$ cat src/rtl/alu8_pkg.sv
package alu8_pkg;
  localparam int unsigned DW = 8;
  localparam int unsigned OPW = 5;

  localparam int unsigned FB_C = 0;
  localparam int unsigned FB_Z = 1;
  localparam int unsigned FB_N = 2;
  localparam int unsigned FB_V = 3;
  localparam int unsigned FB_S = 4;
  localparam int unsigned FB_H = 5;

  typedef enum logic [OPW-1:0] {
    OP_ADD  = 5'd0,  OP_ADC  = 5'd1,  OP_SUB  = 5'd2,  OP_SBC  = 5'd3,
    OP_INC  = 5'd4,  OP_DEC  = 5'd5,  OP_NEG  = 5'd6,  OP_AND  = 5'd7,
    OP_OR   = 5'd8,  OP_XOR  = 5'd9,  OP_COM  = 5'd10, OP_LSL  = 5'd11,
    OP_LSR  = 5'd12, OP_ROL  = 5'd13, OP_ROR  = 5'd14, OP_ASR  = 5'd15,
    OP_SWAP = 5'd16
  } alu_op_e;

  // bits each operation is allowed to write in the status byte
  function automatic logic [7:0] flag_mask(input logic [OPW-1:0] op);
    case (op)
      OP_ADD, OP_ADC, OP_SUB, OP_SBC, OP_NEG:  flag_mask = 8'h3F;
      OP_INC, OP_DEC, OP_AND, OP_OR, OP_XOR:   flag_mask = 8'h1E;
      OP_COM, OP_LSL, OP_LSR, OP_ROL, OP_ROR,
      OP_ASR:                                  flag_mask = 8'h1F;
      default:                                 flag_mask = 8'h00;
    endcase
  endfunction
endpackage

$ cat src/rtl/alu8_arith.sv
module alu8_arith
  import alu8_pkg::*;
#(
  parameter int unsigned W = DW
) (
  input  logic [OPW-1:0] op_i,
  input  logic [W-1:0]   a_i,
  input  logic [W-1:0]   b_i,
  input  logic           cin_i,
  output logic [W-1:0]   res_o,
  output logic           c_o,
  output logic           h_o,
  output logic           v_o
);
  localparam int unsigned HB = W / 2;

  logic [W-1:0]  x, y;
  logic          ci, sub;
  logic [W:0]    sum;
  logic [HB:0]   nib;

  // every arithmetic op maps onto x + y + ci; subtraction inverts y and the carries
  always_comb begin
    x   = a_i;
    y   = b_i;
    ci  = 1'b0;
    sub = 1'b0;
    case (op_i)
      OP_ADC: ci = cin_i;
      OP_SUB: begin y = ~b_i; ci = 1'b1;   sub = 1'b1; end
      OP_SBC: begin y = ~b_i; ci = ~cin_i; sub = 1'b1; end
      OP_INC: begin y = '0;   ci = 1'b1; end
      OP_DEC: begin y = '1;   ci = 1'b0; end
      OP_NEG: begin x = '0;   y = ~a_i; ci = 1'b1; sub = 1'b1; end
      default: ;
    endcase
  end

  assign sum   = {1'b0, x} + {1'b0, y} + {{W{1'b0}}, ci};
  assign nib   = {1'b0, x[HB-1:0]} + {1'b0, y[HB-1:0]} + {{HB{1'b0}}, ci};
  assign res_o = sum[W-1:0];
  assign c_o   = sum[W] ^ sub;
  assign h_o   = nib[HB] ^ sub;
  assign v_o   = (x[W-1] ~^ y[W-1]) & (x[W-1] ^ sum[W-1]);
endmodule

$ cat src/rtl/alu8_bitops.sv
module alu8_bitops
  import alu8_pkg::*;
#(
  parameter int unsigned W = DW
) (
  input  logic [OPW-1:0] op_i,
  input  logic [W-1:0]   a_i,
  input  logic [W-1:0]   b_i,
  input  logic           cin_i,
  output logic [W-1:0]   res_o,
  output logic           c_o,
  output logic           v_o
);
  localparam int unsigned HB = W / 2;

  logic is_shift;

  always_comb begin
    res_o    = a_i;
    c_o      = cin_i;
    is_shift = 1'b1;
    case (op_i)
      OP_AND:  begin res_o = a_i & b_i; is_shift = 1'b0; end
      OP_OR:   begin res_o = a_i | b_i; is_shift = 1'b0; end
      OP_XOR:  begin res_o = a_i ^ b_i; is_shift = 1'b0; end
      OP_COM:  begin res_o = ~a_i; c_o = 1'b1; is_shift = 1'b0; end
      OP_LSL:  begin res_o = {a_i[W-2:0], 1'b0};     c_o = a_i[W-1]; end
      OP_LSR:  begin res_o = {1'b0, a_i[W-1:1]};     c_o = a_i[0];   end
      OP_ROL:  begin res_o = {a_i[W-2:0], cin_i};    c_o = a_i[W-1]; end
      OP_ROR:  begin res_o = {cin_i, a_i[W-1:1]};    c_o = a_i[0];   end
      OP_ASR:  begin res_o = {a_i[W-1], a_i[W-1:1]}; c_o = a_i[0];   end
      OP_SWAP: begin res_o = {a_i[HB-1:0], a_i[W-1:HB]}; is_shift = 1'b0; end
      default: is_shift = 1'b0;
    endcase
  end

  assign v_o = is_shift & (res_o[W-1] ^ c_o);
endmodule

$ cat src/rtl/alu8_flags.sv
module alu8_flags
  import alu8_pkg::*;
(
  input  logic           clk_i,
  input  logic           rst_ni,
  input  logic           exec_i,
  input  logic [OPW-1:0] op_i,
  input  logic [DW-1:0]  a_i,
  input  logic [DW-1:0]  b_i,
  input  logic           load_i,
  input  logic [7:0]     load_data_i,
  output logic [DW-1:0]  res_o,
  output logic [7:0]     sreg_o
);
  logic [DW-1:0] ar_res, bo_res;
  logic          ar_c, ar_h, ar_v, bo_c, bo_v;
  logic          arith_sel, rsvd_sel;
  logic [7:0]    flg, mask, sreg_q;

  alu8_arith #(.W(DW)) u_arith (
    .op_i(op_i), .a_i(a_i), .b_i(b_i), .cin_i(sreg_q[FB_C]),
    .res_o(ar_res), .c_o(ar_c), .h_o(ar_h), .v_o(ar_v)
  );

  alu8_bitops #(.W(DW)) u_bitops (
    .op_i(op_i), .a_i(a_i), .b_i(b_i), .cin_i(sreg_q[FB_C]),
    .res_o(bo_res), .c_o(bo_c), .v_o(bo_v)
  );

  assign arith_sel = (op_i <= OP_NEG);
  assign rsvd_sel  = (op_i > OP_SWAP);
  assign mask      = flag_mask(op_i);

  always_comb begin
    if (rsvd_sel)       res_o = a_i;
    else if (arith_sel) res_o = ar_res;
    else                res_o = bo_res;
    flg       = '0;
    flg[FB_C] = arith_sel ? ar_c : bo_c;
    flg[FB_H] = ar_h;
    flg[FB_V] = arith_sel ? ar_v : bo_v;
    flg[FB_N] = res_o[DW-1];
    flg[FB_Z] = (res_o == '0);
    flg[FB_S] = flg[FB_N] ^ flg[FB_V];
  end

  // whole-byte load wins over an executed operation
  always_ff @(posedge clk_i or negedge rst_ni) begin
    if (!rst_ni)      sreg_q <= '0;
    else if (load_i)  sreg_q <= load_data_i;
    else if (exec_i)  sreg_q <= (sreg_q & ~mask) | (flg & mask);
  end

  assign sreg_o = sreg_q;

  p_load_wins_r11: assert property (@(posedge clk_i) disable iff (!rst_ni)
    load_i |=> sreg_o == $past(load_data_i));
  p_idle_hold_r11: assert property (@(posedge clk_i) disable iff (!rst_ni)
    (!load_i && !exec_i) |=> $stable(sreg_o));
  p_upper_kept_r11: assert property (@(posedge clk_i) disable iff (!rst_ni)
    (exec_i && !load_i) |=> sreg_o[7:6] == $past(sreg_o[7:6]));
  p_sign_r10: assert property (@(posedge clk_i) disable iff (!rst_ni)
    (exec_i && !load_i && mask[FB_S]) |=> sreg_o[FB_S] == (sreg_o[FB_N] ^ sreg_o[FB_V]));
  p_zero_r10: assert property (@(posedge clk_i) disable iff (!rst_ni)
    (exec_i && !load_i && mask[FB_Z]) |=> sreg_o[FB_Z] == ($past(res_o) == '0));
  p_swap_quiet_r9: assert property (@(posedge clk_i) disable iff (!rst_ni)
    (exec_i && !load_i && op_i == OP_SWAP) |=> $stable(sreg_o));
  p_incdec_carry_r4: assert property (@(posedge clk_i) disable iff (!rst_ni)
    (exec_i && !load_i && (op_i == OP_INC || op_i == OP_DEC))
      |=> (sreg_o[FB_C] == $past(sreg_o[FB_C])) && (sreg_o[FB_H] == $past(sreg_o[FB_H])));
  p_rsvd_pass_r12: assert property (@(posedge clk_i) disable iff (!rst_ni)
    (op_i > OP_SWAP) |-> res_o == a_i);
endmodule

$ cat config.mk
export PLATFORM = sky130hd
export DESIGN_NAME = alu8_flags
export DESIGN_NICKNAME = d
export VERILOG_FILES = /design/src/rtl/alu8_pkg.sv /design/src/rtl/alu8_arith.sv /design/src/rtl/alu8_bitops.sv /design/src/rtl/alu8_flags.sv
export SDC_FILE = /design/constraint.sdc
export NUM_CORES = 1
export LEC_CHECK = 0
export BUFFER_PORTS_ARGS = -buffer_cell sky130_fd_sc_hd__buf_2
export CAP_MARGIN = 5
export CORE_MARGIN = 4
export CORE_UTILIZATION = 30
export DETAILED_ROUTE_END_ITERATION = 8
export SYNTH_ARGS = -nofsm -noshare
export SYNTH_HDL_FRONTEND = slang
export SYNTH_SLANG_ARGS = --single-unit
$ cat constraint.sdc
create_clock -name clk_i -period 13 [get_ports clk_i]
set_input_delay 2.6 -clock clk_i [delete_from_list [all_inputs] [get_ports clk_i]]
set_output_delay 2.6 -clock clk_i [all_outputs]
set_load 0.03 [all_outputs]
==> qor.csv <==
metric;value;unit
status;complete, no violations;
PD cells;63.5;nW/µm²
sequential power share;18.5;%
Slew Viols, Final;0;
drt first pass iters;5;
post-route setup TNS;0;ns
critical path's slowest cell;fa_1;
CTS tree;yes;
Post-Syn Instances;295;
Layout Skew;0.000825;ns
worst-skew pair later-pin latency;0.22;ns
clock root cell;clkbuf_8;
htree depth;1;
fin crit period;8.50;ns
global-route wire length before repair;12100;µm
Port Buffer Count;48;
Core Area;7250;µm²
CTS Sinks;8;
row count;31;
Clk network pwr share;18.3;%
initial antenna violation count;0;
gpl congestion;0.880;
Routed WL per cell;17.4;µm
antenna viol nets, final;0;
sw frac;46.5;%
die area;8890;µm²
Initial Utilization;30.8;%
post-CTS sizing;0;
commonest non-fill, non-tap cells in the layout;48 x buf_2, 23 x nand2_1, 23 x ha_1;
fmax;0.118;GHz
Post-Syn Area per Cell;7.57;µm²
Post-CTS Hold Fix Bufs;0;
CP required;10.40;ns
layout cells sized above 1;18.7;%
Nets;386;
Crit Path Max Fanout;28;
hpwl dp;5820;µm
Main synth FF type;dfrtp_1;
Leak;1.11;nW
Ys Warns;0;
Die Height;94.3;µm
number of global-route vias before repair;2316;
Power, Total;0.000160;W
Cell variety after synth;67;
critical path, cell by cell;buf_2 > and4bb_4 > nand2b_1 > o221ai_1 > o21ai_0 > fa_1 > inv_1 > fa_1 > nand3_1 > nand2_1 > a31oi_1 > xnor2_1 > a221oi_1 > buf_2;
1st-iter DRT viols;171;
max_slew headroom;45.4;%
total CTS buffers;3;
Max Buffers Root-to-Sink;2;
commonest non-fill, non-tap cell in the layout;buf_2;
Seq/Total Area, Yosys;8.96;%
Reg clk slew, reported paths;0.04;ns
antenna cells;0;
largest net degree at the start of global routing;33;
Yosys reg bits;8;
Net Switching;0.0000743;W
routed wire length;7390;µm
Area Overhead vs Synth;12.7;%
worst hold path type;flip-flop to flip-flop;
Die Width;94.3;µm
GRT Total Usage;17.0;%
net count after synthesis;353;
startpoint types;input port;
Max rail drop VDD;0.0241;mV
Arr. time, crit path;5.90;ns
RSZ-0062 raised after global routing;no;
Comb power frac;63.3;%
crit path capture type;output port;
final setup fails;0;
asr flop ratio synth;100;%
MaxCap Viol Count;0;
Final Hold Viols;0;
Post-synth EDFFs;0;
CP max stage delay;0.50;ns
Worst Setup SP;op_i[1];
Slew @ Worst Pin;0.809;ns
drt via density;5.75;
io pins;49;
Final period util;65.4;%
via count;2445;
# Post-CTS Setup Buffers;0;
DRC;0;
Crit Path Class;input port to output port;
hold_sp;sreg_o[6]$_DFFE_PN0P_;
Synth Cell Area;2230;µm²
total gr overflow;0;
Int Power;0.0000856;W
-- cell type report --
class,count,area (µm²)
Clock buffer,3,41.3
Fill cell,811,4740
Inverter,21,78.8
Multi-Input combinational cell,245,1820
Sequential cell,8,200
Tap cell,99,124
Timing Repair Buffer,49,248
-- per-stage QoR --
step / util, % / setup WS (ns) / cells / area [µm²] / hold WS (ns)
detailed placement: 34.1 / 4.53 / 422 / 2470 / 0.497
floorplan: - / 4.61 / 295 / 2230 / 0.710
finish: 34.7 / 4.50 / 425 / 2520 / 0.502
global route: 34.7 / 4.19 / 425 / 2520 / 0.530
CTS: 34.7 / 4.53 / 425 / 2520 / 0.506
global placement: 34.1 / 4.61 / 422 / 2470 / 0.485
-- worst paths after layout --
check	slack [ns]	to	cells after the start
max	4.50	res_o[6]	14
max in group asynchronous	10.62	sreg_o[6]$_DFFE_PN0P_	1
min reg2reg	0.50	sreg_o[6]$_DFFE_PN0P_	1
min	0.50	sreg_o[6]$_DFFE_PN0P_	1
max reg2reg	9.74	flip-flop	13
min in group asynchronous	2.21	sreg_o[7]$_DFFE_PN0P_	1
-- cells by family (layout without fill, tap and decap cells) --
kind of cell | count (synthesis) | after routing | synth area share (%)
XOR/XNOR | 9 | 9 | 3.53
AO/OA/AOI/OAI | 94 | 94 | 32.4
buffers and inverters | 42 | 73 | 9.36
AND/OR/NAND/NOR | 111 | 111 | 28.2
flip-flops | 8 | 8 | 8.96
adder cells (fa/ha/maj) | 25 | 25 | 14.7
multiplexers | 6 | 6 | 2.80
-- cells in the mapped netlist, drive strengths merged, types with 2 or more instances --
| cell | count | share of area [%] |
|---|---|---|
| a21o | 2 | 0.67 |
| a21oi | 10 | 2.2 |
| a221o | 2 | 0.90 |
| a221oi | 3 | 1.2 |
| a22o | 6 | 2.4 |
| a22oi | 4 | 1.3 |
| a311oi | 2 | 0.78 |
| a31oi | 7 | 2.0 |
| and2 | 9 | 2.6 |
| and3 | 5 | 1.4 |
| and3b | 2 | 0.78 |
| and4bb | 2 | 1.3 |
| buf | 14 | 4.6 |
| clkbuf | 7 | 1.2 |
| dfrtp | 8 | 9.0 |
| fa | 2 | 1.8 |
| ha | 23 | 13 |
| inv | 21 | 3.5 |
| mux2 | 2 | 1.0 |
| mux2i | 4 | 1.8 |
| nand2 | 23 | 3.9 |
| nand2b | 8 | 2.2 |
| nand3 | 9 | 2.0 |
| nand3b | 4 | 1.3 |
| nor2 | 16 | 2.8 |
| nor2b | 9 | 2.5 |
| nor3 | 9 | 2.0 |
| nor4b | 3 | 1.5 |
| o2111ai | 2 | 0.78 |
| o211ai | 6 | 2.0 |
| o21a | 8 | 2.7 |
| o21ai | 10 | 2.2 |
| o21bai | 2 | 0.67 |
| o221ai | 10 | 3.9 |
| o22ai | 4 | 1.1 |
| o31a | 2 | 0.78 |
| o31ai | 2 | 0.67 |
| o41ai | 2 | 1.1 |
| or3 | 4 | 1.1 |
| or4 | 2 | 0.67 |
| xnor2 | 7 | 2.7 |
| xor2 | 2 | 0.78 |
-- routing by layer --
layer  wire length (µm)  global-route usage, %  up-vias  part of all wire (%)
met5                  0                      0        -                     0
met4                206                   4.81        0                   2.8
met3                485                   3.45       16                   6.6
met2               3600                   28.5       93                    49
met1               3100                   21.8     1160                    42
li1                   -                      -     1176                     -
-- power groups by stage --
stage | clock [W] | sequential, W | combinational [W]
3_5_place_dp | 0 | 0.0000299 | 0.000101
6_report | 0.0000292 | 0.0000295 | 0.000101
5_1_grt | 0.0000318 | 0.0000300 | 0.000111
2_1_floorplan | 0 | 0.0000342 | 0.0000687
4_1_cts | 0.0000300 | 0.0000296 | 0.000101
3_3_place_gp | 0 | 0.0000299 | 0.0000996
-- worst max-delay path: cells and delay by family --
kind	cells	cell delay [ns]
AOI/OAI and AO/OA	4	0.88
xor gates and xnor gates	1	0.15
adders and majority gates	2	0.70
buffers and inverters	3	0.73
and+or+nand+nor	4	0.83
No activity file was read; power rests on OpenSTA's default activity.
